==> src/rtl/dbg_ctrl_pkg.sv <==
`timescale 1ns/1ps
package dbg_ctrl_pkg;
  // word offsets inside the 4 KB window
  localparam int unsigned OFF_STS  = 0;
  localparam int unsigned OFF_RXMB = 1;
  localparam int unsigned OFF_TXMB = 2;
  localparam int unsigned OFF_PDC  = 3;
  localparam int unsigned OFF_PDS  = 4;
  localparam int unsigned OFF_LAST = OFF_PDS;

  // status word bit positions
  localparam int unsigned BIT_HALTED = 0;
  localparam int unsigned CAUSE_LO   = 2;
  localparam int unsigned BIT_ACKF   = 10;
  localparam int unsigned BIT_TXF    = 29;
  localparam int unsigned BIT_RXF    = 30;

  localparam logic [3:0] CAUSE_EXTREQ = 4'b0100;
  localparam logic [3:0] CAUSE_CORE   = 4'b0001;

  // strobes from the bus control to the register datapath
  typedef struct packed {
    logic stsWr;
    logic rxWr;
    logic txRd;
    logic pdWr;
  } dbgStrobes_t;
endpackage

==> src/rtl/dbg_apb_ctrl.sv <==
`timescale 1ns/1ps
module dbg_apb_ctrl
  import dbg_ctrl_pkg::*;
#(
  parameter int unsigned ADDR_W   = 10,
  parameter int unsigned WAIT_CYC = 1
) (
  input  logic              clk,
  input  logic              rstN,
  input  logic              pSel,
  input  logic              pEnable,
  input  logic              pWrite,
  input  logic [ADDR_W-1:0] pAddrWord,
  input  logic              pAddrDbg,
  output logic              pReady,
  output logic              pSlvErr,
  output logic              rdValid,
  output logic [2:0]        regIdx,
  output dbgStrobes_t       strb
);
  localparam int unsigned CW = (WAIT_CYC < 1) ? 1 : $clog2(WAIT_CYC + 1);

  logic          access;
  logic [CW-1:0] waitCnt;
  logic          hit;
  logic          wrBad;
  logic          err;
  logic          ok;

  assign access = pSel & pEnable;
  assign pReady = access & (waitCnt == CW'(WAIT_CYC));

  always_ff @(posedge clk or negedge rstN) begin
    if (!rstN)                   waitCnt <= '0;
    else if (pReady || !access)  waitCnt <= '0;
    else                         waitCnt <= waitCnt + 1'b1;
  end

  assign hit    = (pAddrWord <= ADDR_W'(OFF_LAST));
  assign regIdx = pAddrWord[2:0];
  assign wrBad  = pWrite & ((regIdx == 3'(OFF_TXMB)) | (regIdx == 3'(OFF_PDS)) |
                            (!pAddrDbg & (regIdx != 3'(OFF_PDC))));
  assign err    = !hit | wrBad;
  assign ok     = pReady & !err;

  assign pSlvErr    = pReady & err;
  assign rdValid    = ok & !pWrite;
  assign strb.stsWr = ok & pWrite & (regIdx == 3'(OFF_STS));
  assign strb.rxWr  = ok & pWrite & (regIdx == 3'(OFF_RXMB));
  assign strb.pdWr  = ok & pWrite & (regIdx == 3'(OFF_PDC));
  assign strb.txRd  = ok & !pWrite & (regIdx == 3'(OFF_TXMB));

  // a completion is always followed by a non-completing cycle
  p_ready_pulse_r1: assert property (@(posedge clk) disable iff (!rstN)
    pReady |=> !pReady);
endmodule

==> src/rtl/dbg_regs_dp.sv <==
`timescale 1ns/1ps
module dbg_regs_dp
  import dbg_ctrl_pkg::*;
#(
  parameter int unsigned DATA_W = 32
) (
  input  logic              clk,
  input  logic              rstN,
  input  dbgStrobes_t       strb,
  input  logic [2:0]        regIdx,
  input  logic [DATA_W-1:0] pWData,
  input  logic              coreHalted,
  input  logic              haltReq,
  input  logic              coreRxRd,
  input  logic              coreTxWr,
  input  logic [DATA_W-1:0] coreTxData,
  input  logic              pwrDnReq,
  output logic [DATA_W-1:0] rdData,
  output logic [DATA_W-1:0] coreRxData,
  output logic              haltAck,
  output logic              irqRx,
  output logic              irqTx,
  output logic              noPwrDn
);
  logic              haltedQ;
  logic [3:0]        cause;
  logic              ackForce;
  logic              rxFull;
  logic              txFull;
  logic [DATA_W-1:0] rxData;
  logic [DATA_W-1:0] txData;
  logic              pdKeep;
  logic              entry;
  logic [DATA_W-1:0] stsWord;

  assign entry = coreHalted & !haltedQ;

  always_ff @(posedge clk or negedge rstN) begin
    if (!rstN) begin
      haltedQ  <= 1'b0;
      cause    <= '0;
      ackForce <= 1'b0;
      pdKeep   <= 1'b0;
    end else begin
      haltedQ <= coreHalted;
      if (entry)      cause    <= haltReq ? CAUSE_EXTREQ : CAUSE_CORE;
      if (strb.stsWr) ackForce <= pWData[BIT_ACKF];
      if (strb.pdWr)  pdKeep   <= pWData[0];
    end
  end

  // mailboxes: a fill wins over a drain in the same cycle
  always_ff @(posedge clk or negedge rstN) begin
    if (!rstN) begin
      rxFull <= 1'b0;
      txFull <= 1'b0;
      rxData <= '0;
      txData <= '0;
    end else begin
      if (strb.rxWr) begin
        rxFull <= 1'b1;
        rxData <= pWData;
      end else if (coreRxRd) begin
        rxFull <= 1'b0;
      end
      if (coreTxWr) begin
        txFull <= 1'b1;
        txData <= coreTxData;
      end else if (strb.txRd) begin
        txFull <= 1'b0;
      end
    end
  end

  always_comb begin
    stsWord                       = '0;
    stsWord[BIT_HALTED]           = coreHalted;
    stsWord[CAUSE_LO +: 4]        = cause;
    stsWord[BIT_ACKF]             = ackForce;
    stsWord[BIT_TXF]              = txFull;
    stsWord[BIT_RXF]              = rxFull;
  end

  always_comb begin
    rdData = '0;
    case (regIdx)
      3'(OFF_STS):  rdData = stsWord;
      3'(OFF_RXMB): rdData = rxData;
      3'(OFF_TXMB): rdData = txFull ? txData : '0;
      3'(OFF_PDC):  rdData[0] = pdKeep;
      3'(OFF_PDS):  rdData[0] = pwrDnReq;
      default:      rdData = '0;
    endcase
  end

  assign coreRxData = rxData;
  assign haltAck    = coreHalted | ackForce;
  assign irqRx      = rxFull;
  assign irqTx      = !txFull;
  assign noPwrDn    = pdKeep;

  // entry under a held request records the external-request cause
  p_cause_ext_r4: assert property (@(posedge clk) disable iff (!rstN)
    (coreHalted && !haltedQ && haltReq) |=> (cause == CAUSE_EXTREQ));
  // a debugger fill raises the receive interrupt
  p_rx_set_r6: assert property (@(posedge clk) disable iff (!rstN)
    strb.rxWr |=> irqRx);
  // the receive interrupt only falls after a core read strobe
  p_rx_clear_r6: assert property (@(posedge clk) disable iff (!rstN)
    (!irqRx && $past(irqRx)) |-> $past(coreRxRd));
  // a core fill drops the transmit interrupt
  p_tx_set_r7: assert property (@(posedge clk) disable iff (!rstN)
    coreTxWr |=> !irqTx);
  // draining an empty transmit mailbox leaves it empty
  p_tx_empty_r8: assert property (@(posedge clk) disable iff (!rstN)
    (irqTx && strb.txRd && !coreTxWr) |=> irqTx);
endmodule

==> src/rtl/dbg_ctrl_unit.sv <==
`timescale 1ns/1ps
module dbg_ctrl_unit
  import dbg_ctrl_pkg::*;
#(
  parameter int unsigned ADDR_W   = 10,
  parameter int unsigned DATA_W   = 32,
  parameter int unsigned WAIT_CYC = 1
) (
  input  logic              clk,
  input  logic              rstN,
  input  logic              pSel,
  input  logic              pEnable,
  input  logic              pWrite,
  input  logic [ADDR_W-1:0] pAddrWord,
  input  logic              pAddrDbg,
  input  logic [DATA_W-1:0] pWData,
  output logic [DATA_W-1:0] pRData,
  output logic              pReady,
  output logic              pSlvErr,
  input  logic              coreHalted,
  input  logic              haltReq,
  output logic              haltAck,
  input  logic              coreRxRd,
  output logic [DATA_W-1:0] coreRxData,
  input  logic              coreTxWr,
  input  logic [DATA_W-1:0] coreTxData,
  output logic              irqRx,
  output logic              irqTx,
  output logic              noPwrDn,
  input  logic              pwrDnReq
);
  dbgStrobes_t       strb;
  logic              rdValid;
  logic [2:0]        regIdx;
  logic [DATA_W-1:0] rdData;

  dbg_apb_ctrl #(.ADDR_W(ADDR_W), .WAIT_CYC(WAIT_CYC)) u_ctrl (
    .clk(clk), .rstN(rstN), .pSel(pSel), .pEnable(pEnable), .pWrite(pWrite),
    .pAddrWord(pAddrWord), .pAddrDbg(pAddrDbg), .pReady(pReady),
    .pSlvErr(pSlvErr), .rdValid(rdValid), .regIdx(regIdx), .strb(strb)
  );

  dbg_regs_dp #(.DATA_W(DATA_W)) u_dp (
    .clk(clk), .rstN(rstN), .strb(strb), .regIdx(regIdx), .pWData(pWData),
    .coreHalted(coreHalted), .haltReq(haltReq), .coreRxRd(coreRxRd),
    .coreTxWr(coreTxWr), .coreTxData(coreTxData), .pwrDnReq(pwrDnReq),
    .rdData(rdData), .coreRxData(coreRxData), .haltAck(haltAck),
    .irqRx(irqRx), .irqTx(irqTx), .noPwrDn(noPwrDn)
  );

  assign pRData = rdValid ? rdData : '0;
endmodule

==> config.mk <==
export PLATFORM = sky130hd
export DESIGN_NAME = dbg_ctrl_unit
export DESIGN_NICKNAME = d
export VERILOG_FILES = /design/src/rtl/dbg_ctrl_pkg.sv /design/src/rtl/dbg_apb_ctrl.sv /design/src/rtl/dbg_regs_dp.sv /design/src/rtl/dbg_ctrl_unit.sv
export SDC_FILE = /design/constraint.sdc
export NUM_CORES = 1
export LEC_CHECK = 0
export CAP_MARGIN = 20
export CELL_PAD_IN_SITES_DETAIL_PLACEMENT = 1
export CELL_PAD_IN_SITES_GLOBAL_PLACEMENT = 1
export CORE_MARGIN = 8
export CORE_UTILIZATION = 48
export CTS_CLUSTER_SIZE = 40
export DETAILED_ROUTE_END_ITERATION = 10
export DONT_BUFFER_PORTS = 1
export PLACE_DENSITY_LB_ADDON = 0.1
export SLEW_MARGIN = 10
export SYNTH_ARGS = -nofsm -noshare
export SYNTH_HDL_FRONTEND = slang
export SYNTH_HIERARCHICAL = 1
export SYNTH_SLANG_ARGS = --single-unit
export TNS_END_PERCENT = 10
==> constraint.sdc <==
create_clock -name clk -period 4.2 [get_ports clk]
set_input_delay 0.21 -clock clk [delete_from_list [all_inputs] [get_ports clk]]
set_output_delay 0.21 -clock clk [all_outputs]
set_load 0.1 [all_outputs]
# == After elaboration in Yosys (flattened, before gate mapping) ==
# Index checks and enable logic that the tools add are counted.
# word_totals
reg_bits,74
in_bits,85
out_inout_bits,70
word_cells,54
# classes
addsub,1
order_cmp,1
n_eq_ne,5
n_mux,10
n_bitwise,17
reduce_logical,11
# op_table
cell,count
$pmux 31 s3,1
$mux 32,2
$and 1x1->1,13
$le 10x3->1 const B,1
$logic_not 1->1,7
$eq 3x2->1 const B,2
$mux 1,5
$pmux 1 s5,1
$or 1x1->1,4
$reduce_bool 2->1,2
$eq 3x1->1 const B,1
$eq 3x3->1 const B,1
$logic_not 3->1,1
$mux 3,1
$ne 3x2->1 const B,1
$add 1x1->1 const B,1
$logic_or 1x1->1,1

# == Longest topological paths before layout ==
# Gate-level depths: netlist of the first run.
# logic_depth
word_depth,11
depth_mapped,7
depth_no_buf,5

# == Modules after synthesis ==
# The synthesis of the first run kept the hierarchy.
# by_module_without_submodules
module,instances,cells_each,area_per_inst_um2,seq_area_each_um2
dbg_regs_dp,1,214,3040.4,1776.7
dbg_ctrl_unit,1,35,255.2,0.0
dbg_apb_ctrl,1,30,215.2,25.0

# == Worst setup path before layout of the first run ==
# Ideal clock, no wire load.
# synth_path
kind,reg-to-output
startpoint,register u_ctrl.waitCnt
endpoint,output port pRData[0]
t_arrival_ns,2.215
t_required_ns,3.990
path_slack_ns,1.775
stages_incl_launch_ff,7
n_path_buf,1
cell_sequence,dfrtp_1 > nand3_1 > inv_1 > nand2_1 > nor3_1 > clkbuf_2 > and2_2
# synth_between
elab_chain_len,4
# synth_rtl
item,line_no,text
start: declaration,dbg_apb_ctrl.sv:24,logic [CW-1:0] waitCnt;
start signal: assignment,dbg_apb_ctrl.sv:36,else waitCnt <= waitCnt + 1'b1;
$and 1x1->1,dbg_apb_ctrl.sv:31,assign pReady = access & (waitCnt == CW'(WAIT_CYC));
named net pReady,dbg_ctrl_unit.sv:18,"output logic pReady,"
$and 1x1->1,dbg_apb_ctrl.sv:44,assign ok = pReady & !err;
$and 1x1->1,dbg_apb_ctrl.sv:47,assign rdValid = ok & !pWrite;
named net rdValid,dbg_ctrl_unit.sv:33,logic rdValid;
$mux 32,dbg_ctrl_unit.sv:51,assign pRData = rdValid ? rdData : '0;
end: declaration,dbg_ctrl_unit.sv:17,"output logic [DATA_W-1:0] pRData,"
# The timed path passes the listed nets, and every way through them passes these cells.

# == Worst setup path in the final report of the first run ==
# layout_path
startpoint,register u_dp.txFull
endpoint,output port pRData[10]
# layout_between
elab_chain_len,3
# layout_rtl
item,line_no,text
start: declaration,dbg_regs_dp.sv:29,logic txFull;
start signal: assignment,dbg_regs_dp.sv:56,txFull <= 1'b0;
start signal: assignment,dbg_regs_dp.sv:67,txFull <= 1'b1;
start signal: assignment,dbg_regs_dp.sv:70,txFull <= 1'b0;
$mux 32,dbg_regs_dp.sv:89,3'(OFF_TXMB): rdData = txFull ? txData : '0;
$pmux 31 s3,dbg_regs_dp.sv:86,case (regIdx)
named net rdData[10],dbg_ctrl_unit.sv:35,logic [DATA_W-1:0] rdData;
$mux 32,dbg_ctrl_unit.sv:51,
# The timed path passes the listed nets, and every way through them passes these cells.

==> impl_results.md, run 1 <==
- Yosys Warn Count: 6
- GPL Wtd Cong: 0.7676
- Port Buffers: 0
- Slowest CP cell: and4bb_1
- CTS tree: built
- Standby leakage power: 0.001983 uW
- Part of the cycle the worst path needs: 0.6199
- CP max stage delay: 650 ps
- CORE AREA: 7176 um2
- Commonest non-fill, non-tap cell in the layout: dfrtp_1
- Status: finished clean
- Synth-to-layout area growth: 23.88%
- DP HPWL: 6709 um
- Post-route cell area: 4349 um2
- PwrDens: 338.2 nW/um2
- Crit-path cells: and4bb_1 > buf_4 > a22oi_1 > nand2_1 > and2_2
- Gate Count Post-Synth: 279
- Max Clock Freq: 0.3841 GHz
- Row count: 31
- CP endpoint kind: primary output
- Critical path class: reg -> out
- Worst setup SP type: register
- Max clock buf depth: 2
- H-tree depth: 3
- Residual DRC count: 0
- Skew-Pair Late Insertion Delay: 340 ps
- Final antenna-violating net count: 0
- Clock-pin slew on the worst setup and hold paths: 80 ps
- Final TNS setup: 0 ps
- Global-route wire length before repair: 15620 um
- Number of buffers created by CTS: 9
- Drt wl/cell: 23.05 um
- Initial antenna violation count: 0
- Filler cells: 716
- Max Cap Viol: 0
- Min Tclk post-route: 2604 ps
- Synth Net Count: 364
- Final total power: 1471 uW
- Mean Syn Cell Area: 12.58 um2
- Pin slew with the least headroom to its limit: 982.3 ps
- GR Overflow Total: 0
- Clock root cell: clkbuf_8
- RSZ-0062 raised after global routing: false
- Crit path DAT: 2390 ps
- Setup Skew: 7.094 ps
- I/O pin cnt: 155
- DRT Wirelength: 9980 um
- CP required: 3990 ps
- Largest net degree at the start of global routing: 73
- Slew HR: 0.3451
- R2R Setup Slk: 2370 ps
- Vias/cell: 5.667
- Multi-input gate area: 1589 um2
- Core Util, Final: 0.6061
- Commonest cells after routing, fill and taps aside: dfrtp_1, mux2_2, dlygate4sd3_1
- Yosys cell types: 35
- Die area: 10310 um2
- Die Y: 101.5 um
- Synthesis-stage register bit count: 72
- Hold Fails Final Rpt: 0
- CP top delay family: simple AND/OR/NAND/NOR gates
- DP Area: 3593 um2
- Maximum VDD drop: 0.0001782 V
- Seq/Total Area, Yosys: 0.5132
- Critical-path maximum fanout: 16
- Clock Sinks: 72
- Cell area after synthesis: 3511 um2
- Vias in the first global route: 2713
- Crit path buf inv count: 1
- Ant diodes: 0
- Share of layout cells above drive strength 1: 0.3892
- Final setup fails: 0
- Final net count: 415
- Via count: 2454
- 1st-pass router iterations: 4
- GRT Util Overall: 0.1999
- Die W: 101.5 um
- Initial drt markers: 42
- Starting Density: 0.4893
- Hold WC Path Type: in -> reg
- Register area: 1802 um2
- Pins Over Slew Limit: 0
cell usage after synthesis:
cell type  instances  area [um2]
a21boi_0           2       15.01
a21o_1             1       7.510
a21oi_1            5       25.02
a22o_1            26       227.7
a22oi_1            5       37.54
a2bb2oi_1          1       8.760
a31o_2             1       8.760
a31oi_1            2       12.51
and2_2            32       240.2
and4bb_1           1       12.51
buf_2             11       55.05
buf_4              3       22.52
buf_6              1       11.26
clkbuf_1           2       7.510
clkbuf_2           3       15.01
dfrtp_1           72        1802
inv_1              7       26.28
mux2_2            66       743.2
nand2_1           13       48.80
nand2b_1           1       6.260
nand3_1            2       10.01
nand3_2            1       10.01
nand3b_1           1       7.510
nand4b_1           1       8.760
nor2_1             4       15.01
nor2b_1            1       6.260
nor3_1             4       20.02
nor3b_2            1       12.51
nor4_1             1       6.260
nor4_4             2       42.54
o21ai_0            2       10.01
o21bai_1           1       7.510
o22ai_1            1       6.260
or2_2              1       6.260
or2_4              1       8.760
worst paths after layout:
kind / cells past startpoint / to / startpoint
worst min-delay path: 1 / u_dp/txData[4] / coreTxData[4]
worst min register to register: 1 / u_ctrl/waitCnt / u_ctrl/waitCnt
worst max-delay path: 5 / pRData[10] / u_dp/txFull
max in group asynchronous: 2 / u_dp/coreRxData[16] / rstN
worst max register to register: 6 / u_dp/ackForce / u_ctrl/waitCnt
min in group asynchronous: 2 / u_dp/coreRxData[26] / rstN
state kept, by name (all words and copies together), names as in the netlist:
signal           count
u_dp/coreRxData     32
u_dp/txData         32
u_dp/cause           2
u_ctrl/waitCnt       1
u_dp/ackForce        1
u_dp/haltedQ         1
u_dp/irqRx           1
u_dp/noPwrDn         1
u_dp/txFull          1
worst reg2reg max path: cells and delay by family, from the launching register on:
| kind | cells | cell delay, ps |
|---|---|---|
| mux | 1 | 370 |
| buf+inv | 2 | 430 |
| flops | 1 | 360 |
| simple gates | 3 | 560 |
power breakdown:
| group | internal [uW] | switching (uW) |
|---|---|---|
| clock | 330 | 257 |
| combinational | 80.0 | 55.6 |
| sequential | 727 | 20.8 |
| total | 1140 | 334 |
repair_timing:
action	in CTS	in global routing
hold buffers	51	2
hold endpoints to repair	122	2
gates resized for setup	0	0
setup endpoints to repair	0	0
setup buffers	0	0
metal layers:
layer / up-vias / wire [um] / GRT usage
met5: - / 0 / 0
met4: 0 / 172 / 0.08247
met2: 105 / 4924 / 0.3244
met1: 1234 / 3872 / 0.2296
li1: 1102 / - / -
met3: 13 / 1011 / 0.07904
layout make-up:
type,instances,share of cell area
sequential,72,0.4143
multi-input combinational,180,0.3654
timing repair buffer,60,0.1381
clock buffer,9,0.02848
tap,99,0.02848
clock inverter,6,0.01928
inverter,7,0.006041
metrics by stage:
step / instances / setup slack [ps] / hold WS, ps
after floorplan: 279 / 1775 / -85.59
after global placement: 365 / 2017 / -83.42
after detailed placement: 365 / 1964 / -83.36
after CTS: 431 / 1587 / 0.3203
after global routing: 433 / 1471 / 1.147
final: 433 / 1596 / 20.09
cell families after synthesis:
family	share of synthesized area
DFF	0.5132
AOI/OAI and AO/OA	0.1044
buffers and inverters	0.03920
muxes	0.2117
and+or+nand+nor	0.1315
Power figures use the tool's default switching activity.
==> inputs of run 2 (changes only) <==
--- a/config.mk
+++ b/config.mk
@@ -9,7 +9,7 @@
 export CELL_PAD_IN_SITES_DETAIL_PLACEMENT = 1
 export CELL_PAD_IN_SITES_GLOBAL_PLACEMENT = 1
 export CORE_MARGIN = 8
-export CORE_UTILIZATION = 48
+export CORE_UTILIZATION = 43
 export CTS_CLUSTER_SIZE = 40
 export DETAILED_ROUTE_END_ITERATION = 10
 export DONT_BUFFER_PORTS = 1
==> constraint.sdc (replaced) <==
create_clock -name clk -period 2.3 [get_ports clk]
set_input_delay 0.115 -clock clk [delete_from_list [all_inputs] [get_ports clk]]
set_output_delay 0.115 -clock clk [all_outputs]
set_load 0.1 [all_outputs]
==> run 2 against run 1 <==
Against the previous run: critical endpoint is now pRData[9]; global-route usage grew 2.1 points; sequential cell count unchanged; wire length up 22%; power rose by 97%; clock skew increased by 2.4 ps.
==> impl_results.md, run 2 (synthesis results as in run 1) <==
- GRT Util Overall: 0.2212
- DRT Wirelength: 12170 um
- Number of buffers created by CTS: 9
- Initial antenna violation count: 0
- Critical path class: reg -> out
- DP HPWL: 7360 um
- Pins Over Slew Limit: 0
- Final antenna-violating net count: 0
- Standby leakage power: 0.002524 uW
- Clock Sinks: 72
- Layout Cells excl Fill: 528
- GPL Wtd Cong: 0.7697
- Hold WC Path Type: in -> reg
- DP Area: 4523 um2
- Commonest non-fill, non-tap cell in the layout: dfrtp_1
- Max Cap Viol: 0
- Post-route cell area: 5528 um2
- Final TNS setup: 0 ps
- Residual DRC count: 0
- Status: finished clean
- CTS tree: built
- Worst Reg-to-Reg Cells: 6
- Largest net degree at the start of global routing: 73
- 1st-pass router iterations: 4
- Slew HR: 0.6524
- Filler cells: 761
- Final net count: 504
- Pin slew with the least headroom to its limit: 524.5 ps
- Critical-path maximum fanout: 32
- RSZ-0062 raised after global routing: false
- CP required: 2180 ps
- Commonest cells after routing, fill and taps aside: dfrtp_1, dlygate4sd3_1, mux2_2
- Vias in the first global route: 3312
- Ant diodes: 0
- Vias/cell: 5.333
- Crit path DAT: 2030 ps
- H-tree depth: 3
- Origin of the worst setup path: u_ctrl/waitCnt
- CP max stage delay: 360 ps
- I/O pin cnt: 155
- CP endpoint kind: primary output
- Die Y: 106.4 um
- Drt wl/cell: 23.05 um
- Die area: 11310 um2
- CORE AREA: 8051 um2
- Final setup fails: 0
- Synth-to-layout area growth: 57.45%
- Setup Buffers After CTS: 0
- Hold Fails Final Rpt: 0
- Slowest CP cell: dfrtp_1
- Max Clock Freq: 0.4671 GHz
- Setup Skew: 9.459 ps
- DP Cell Count: 440
- Starting Density: 0.4361
- Maximum VDD drop: 0.0004459 V
- Worst setup SP type: register
- GR Overflow Total: 0
- FF-to-FF Start: u_ctrl/waitCnt
- Global-route wire length before repair: 19260 um
- Via count: 2816
- Part of the cycle the worst path needs: 0.9308
- Die W: 106.4 um
- Skew-Pair Late Insertion Delay: 350 ps
- R2R Setup Slk: 280 ps
- Row count: 33
- Initial drt markers: 58
- Share of layout cells above drive strength 1: 0.4775
- PwrDens: 523.9 nW/um2
- CP Capture Point: pRData[9]
- Min Tclk post-route: 2141 ps
- FF-to-FF End: u_dp/txFull
- Clock-pin slew on the worst setup and hold paths: 80 ps
- Clock root cell: clkbuf_8
- Crit-path cells: nand3_1 > clkinvlp_4 > nand2_1 > nor3_2 > buf_6 > and2_2 > buf_12
- Port Buffers: 0
- Max clock buf depth: 2
-- run 2: through the flow --
stage               hold slack [ps]  utilization  total power [uW]  setup slack [ps]
floorplan                    -180.6            -              1521             87.54
global placement             -177.1       0.5618              1527             428.2
detailed placement           -176.1       0.5618              1536             276.3
CTS                           44.12       0.6861              2899             84.39
global route                  55.25       0.6866              3001             42.55
finish                        63.29       0.6866              2896             159.2
-- run 2: final cells by class --
class	instances	area (um2)	area share
Clock buffer	10	137.6	0.02490
Clock inverter	5	105.1	0.01901
Inverter	7	30.03	0.005432
Multi-Input combinational cell	180	1589	0.2875
Sequential cell	72	1802	0.3259
Tap cell	105	131.4	0.02377
Timing Repair Buffer	149	1733	0.3135
-- run 2: worst min path at each step --
stage | start | end | cells after the start | slack [ps]
after floorplan | rstN | u_ctrl/waitCnt | 0 | -180
after global placement | rstN | u_dp/noPwrDn | 0 | -180
after detailed placement | rstN | u_dp/coreRxData[29] | 0 | -180
after CTS | pAddrWord[0] | u_dp/ackForce | 2 | 40
after global routing | pAddrWord[0] | u_dp/ackForce | 2 | 60
final | pAddrWord[0] | u_dp/ackForce | 2 | 60
-- run 2: critical path, delay by kind of cell, from the launching register on --
kind | cells | cell delay (ps)
simple gates | 4 | 670
buf+inv | 3 | 640
flops | 1 | 360
-- run 2: power by group --
part | internal, uW | switching (uW)
combinational | 172 | 132
clock | 744 | 482
sequential | 1330 | 36.9
total | 2240 | 651
-- run 2: metal layers --
layer | global-route usage | part of all wire | vias up | routed length [um]
met2 | 0.3878 | 0.53 | 109 | 6402
li1 | - | - | 1270 | -
met3 | 0.07985 | 0.084 | 15 | 1020
met5 | 0 | 0 | - | 0
met4 | 0.09146 | 0.018 | 0 | 214
met1 | 0.2359 | 0.37 | 1422 | 4535
-- run 2: what timing repair did --
action,in CTS,in global routing
endpoints found under the setup margin,0,23
endpoints found under the hold margin,144,0
gates resized for setup,0,2
hold buffers,73,0
==> inputs of run 3 (changes only) <==
--- a/config.mk
+++ b/config.mk
@@ -5,11 +5,13 @@
 export SDC_FILE = /design/constraint.sdc
 export NUM_CORES = 1
 export LEC_CHECK = 0
+export ABC_CLOCK_PERIOD_IN_PS = 2300
 export CAP_MARGIN = 20
 export CELL_PAD_IN_SITES_DETAIL_PLACEMENT = 1
 export CELL_PAD_IN_SITES_GLOBAL_PLACEMENT = 1
 export CORE_MARGIN = 8
-export CORE_UTILIZATION = 43
+export CORE_UTILIZATION = 45
+export CTS_BUF_LIST = sky130_fd_sc_hd__clkbuf_2
 export CTS_CLUSTER_SIZE = 40
 export DETAILED_ROUTE_END_ITERATION = 10
 export DONT_BUFFER_PORTS = 1
==> run 3 against run 2 <==
Against the previous run: the flow now stops in 4_1_cts; synthesized cell count stayed put; area after synthesis stayed put.
==> impl_results.md, run 3 <==
- I/O pin cnt: 155
- Async S/R FF share, synth: 1.000
- Synth top cells by count: dfrtp_1, mux2_2, and2_2, a22o_1, nand2_1
- Die Y: 104.3 um
- Cell area after synthesis: 3511 um2
- Port Buffers: 0
- Seq/Total Area, Yosys: 0.5132
- Tool error: [ERROR RSZ-0060] Max buffer count reached.
- Yosys Warn Count: 6
- Top cells by area, synth: dfrtp_1, mux2_2, and2_2
- Failing step: 4_1_cts
- Setup Buffers After CTS: 0
- DP HPWL: 7801 um
- Dominant cell type by area after synthesis: dfrtp_1
- Mean Syn Cell Area: 12.58 um2
- Synthesis-stage register bit count: 72
- Status: aborted with a tool error
- Die W: 104.3 um
- H-tree depth: 3
- EDFF count, synth: 0
- PostCTS Resize Cnt: 7
- Max clock buf depth: 2
- Most common cell in the netlist: dfrtp_1
- Top-area cell type share of the netlist area: 0.5132
- Clock root cell: clkbuf_2
- Number of buffers created by CTS: 9
- Gate Count Post-Synth: 279
- Ys flop type: dfrtp_1
- GPL Wtd Cong: 0.7318
- Synth Net Count: 364
- Starting Density: 0.4591
- Clock Sinks: 72
- Post-CTS Hold Buffers: 101
- Row count: 32
- Yosys cell types: 35
## run 3: through the flow
stage / hold slack [ps] / instances / setup WS (ps) / util / cell area (um2)
after floorplan: -180.6 / 279 / 87.54 / - / 3515
after global placement: -177.7 / 436 / 445.7 / 0.5916 / 4524
after detailed placement: -176.6 / 436 / 358.7 / 0.5916 / 4524
## run 3: kinds of logic after synthesis
kind of cell / Yosys count / synth area share
flops: 72 / 0.5132
simple gates: 67 / 0.1315
mux: 66 / 0.2117
compound gates: 47 / 0.1044
buf+inv: 27 / 0.03920
==> inputs of run 4 (changes only) <==
==> config.mk (replaced) <==
export PLATFORM = sky130hd
export DESIGN_NAME = dbg_ctrl_unit
export DESIGN_NICKNAME = d
export VERILOG_FILES = /design/src/rtl/dbg_ctrl_pkg.sv /design/src/rtl/dbg_apb_ctrl.sv /design/src/rtl/dbg_regs_dp.sv /design/src/rtl/dbg_ctrl_unit.sv
export SDC_FILE = /design/constraint.sdc
export NUM_CORES = 1
export LEC_CHECK = 0
export ABC_CLOCK_PERIOD_IN_PS = 3000
export CAP_MARGIN = 20
export CORE_MARGIN = 8
export CORE_UTILIZATION = 33
export DETAILED_ROUTE_END_ITERATION = 10
export DONT_BUFFER_PORTS = 1
export PLACE_DENSITY_LB_ADDON = 0.15
export SLEW_MARGIN = 10
export SYNTH_ARGS = -nofsm -noshare
export SYNTH_HDL_FRONTEND = slang
export SYNTH_HIERARCHICAL = 1
export SYNTH_SLANG_ARGS = --single-unit
export TNS_END_PERCENT = 10
==> constraint.sdc (replaced) <==
create_clock -name clk -period 3 [get_ports clk]
set_input_delay 0.15 -clock clk [delete_from_list [all_inputs] [get_ports clk]]
set_output_delay 0.15 -clock clk [all_outputs]
set_load 0.1 [all_outputs]
==> run 4 against run 3 <==
Against the previous run: the run now ends clean.
==> impl_results.md, run 4 (synthesis results as in run 1) <==
- Pins Over Slew Limit: 0
- Slew HR: 0.3614
- Skew-Pair Late Insertion Delay: 330 ps
- Setup Skew: 6.479 ps
- H-tree depth: 3
- GPL Wtd Cong: 0.7743
- Final total power: 1974 uW
- Register area: 1802 um2
- Vias/cell: 5.038
- 1st-pass router iterations: 5
- Die W: 119.1 um
- Status: finished clean
- Maximum VDD drop: 0.0001893 V
- Slowest CP cell: dfrtp_1
- Clock root cell: clkbuf_8
- Drt wl/cell: 19.33 um
- Initial antenna violation count: 0
- Number of buffers created by CTS: 9
- Min Tclk post-route: 2205 ps
- Starting Density: 0.3401
- Sw Pwr: 446.8 uW
- Commonest non-fill, non-tap cell in the layout: dfrtp_1
- I/O pin cnt: 155
- Multi-input gate area: 1589 um2
- GR Overflow Total: 0
- Final TNS setup: 0 ps
- Hold Fails Final Rpt: 0
- GRT Util Overall: 0.1442
- CP required: 2850 ps
- DP HPWL: 7107 um
- Synth-to-layout area growth: 49.68%
- Clock-pin slew on the worst setup and hold paths: 70 ps
- Critical path class: reg -> out
- Logic pwr share: 0.112
- Crit-path cells: a22oi_1 > a2bb2oi_1 > and2_2 > buf_12
- Part of the cycle the worst path needs: 0.7348
- Hold WC Path Type: in -> reg
- Pin slew with the least headroom to its limit: 957.9 ps
- RSZ-0062 raised after global routing: false
- Die Y: 119.1 um
- Standby leakage power: 0.002340 uW
- Global-route wire length before repair: 16450 um
- Max Clock Freq: 0.4536 GHz
- Sw Share: 0.2264
- CP endpoint kind: primary output
- Max clock buf depth: 2
- Via count: 2645
- Residual DRC count: 0
- Largest net degree at the start of global routing: 73
- Share of layout cells above drive strength 1: 0.4267
- CP max stage delay: 960 ps
- PwrDens: 375.6 nW/um2
- Final antenna-violating net count: 0
- Filler cells: 925
- Vias in the first global route: 2919
- CORE AREA: 10320 um2
- DRT Wirelength: 10150 um
- Crit path DAT: 2050 ps
- Initial drt markers: 126
- Die area: 14200 um2
- CTS tree: built
- Final net count: 472
- Max Cap Viol: 0
- Sequential power share: 0.529
- Row count: 37
- Clock share of power: 0.359
- Commonest cells after routing, fill and taps aside: dfrtp_1, dlygate4sd3_1, mux2_2
- Worst setup SP type: register
- Critical-path maximum fanout: 3
- Final setup fails: 0
- Internal: 1527 uW
- Clock Sinks: 72
- Ant diodes: 0
- Port Buffers: 0
- PostCTS Resize Cnt: 0
[run 4: power groups by stage]
stage                     Combinational [uW]  Clock (uW)  Sequential, uW
after global placement                   109           0            1060
after CTS                                225         751            1040
after floorplan                          109           0            1060
after detailed placement                 112           0            1060
final                                    221         709            1040
after global routing                     241         786            1050
[run 4: final timing paths]
| path | endpoint | slack, ps | from | depth (start not counted) |
|---|---|---|---|---|
| min in group asynchronous | u_dp/txData[31] | 400 | rstN | 2 |
| worst min-delay path | u_dp/cause[0] | 30 | coreHalted | 2 |
| worst max-delay path | pRData[0] | 800 | u_dp/noPwrDn | 4 |
| worst min register to register | u_ctrl/waitCnt | 430 | u_ctrl/waitCnt | 1 |
| max in group asynchronous | u_dp/coreRxData[1] | 2320 | rstN | 2 |
| worst max register to register | u_dp/txFull | 1090 | u_dp/txFull | 3 |
[run 4: metal layers]
| metal | track usage | vias to the layer above | wire, um |
|---|---|---|---|
| li1 | - | 1206 | - |
| met1 | 0.1627 | 1329 | 3958 |
| met2 | 0.2438 | 105 | 5133 |
| met3 | 0.06424 | 5 | 979 |
| met4 | 0.03557 | 0 | 79 |
| met5 | 0 | - | 0 |
[run 4: what timing repair did]
action,4_1_cts,5_1_grt
hold endpoints to repair,144,0
hold buffers,73,0
setup buffers,0,0
[run 4: layout make-up]
cell class | instances | area share
flip-flops and latches | 72 | 0.3429
well taps | 136 | 0.03238
inverters | 7 | 0.005000
multi-input cells | 180 | 0.3024
clock buffers | 13 | 0.03405
repair buffers | 117 | 0.2833
[run 4: critical path, delay by kind of cell (launching register included)]
kind                   cells  cell delay (ps)
AO/OA/AOI/OAI              2              400
flip-flops                 1              960
AND/OR/NAND/NOR            1              190
buffers and inverters      1              170
[run 4: per-stage QoR]
step | utilization | hold WS (ps) | cell area [um2] | std cells | setup WS [ps]
2_1_floorplan | - | -145.6 | 3511 | 279 | 635.4
3_3_place_gp | 0.4183 | -143.4 | 4318 | 439 | 1091
6_report | 0.5090 | 30.43 | 5255 | 525 | 795.5
5_1_grt | 0.5090 | 8.745 | 5255 | 525 | 706.6
4_1_cts | 0.5090 | 13.61 | 5255 | 525 | 772.4
3_5_place_dp | 0.4183 | -143.4 | 4318 | 439 | 1025
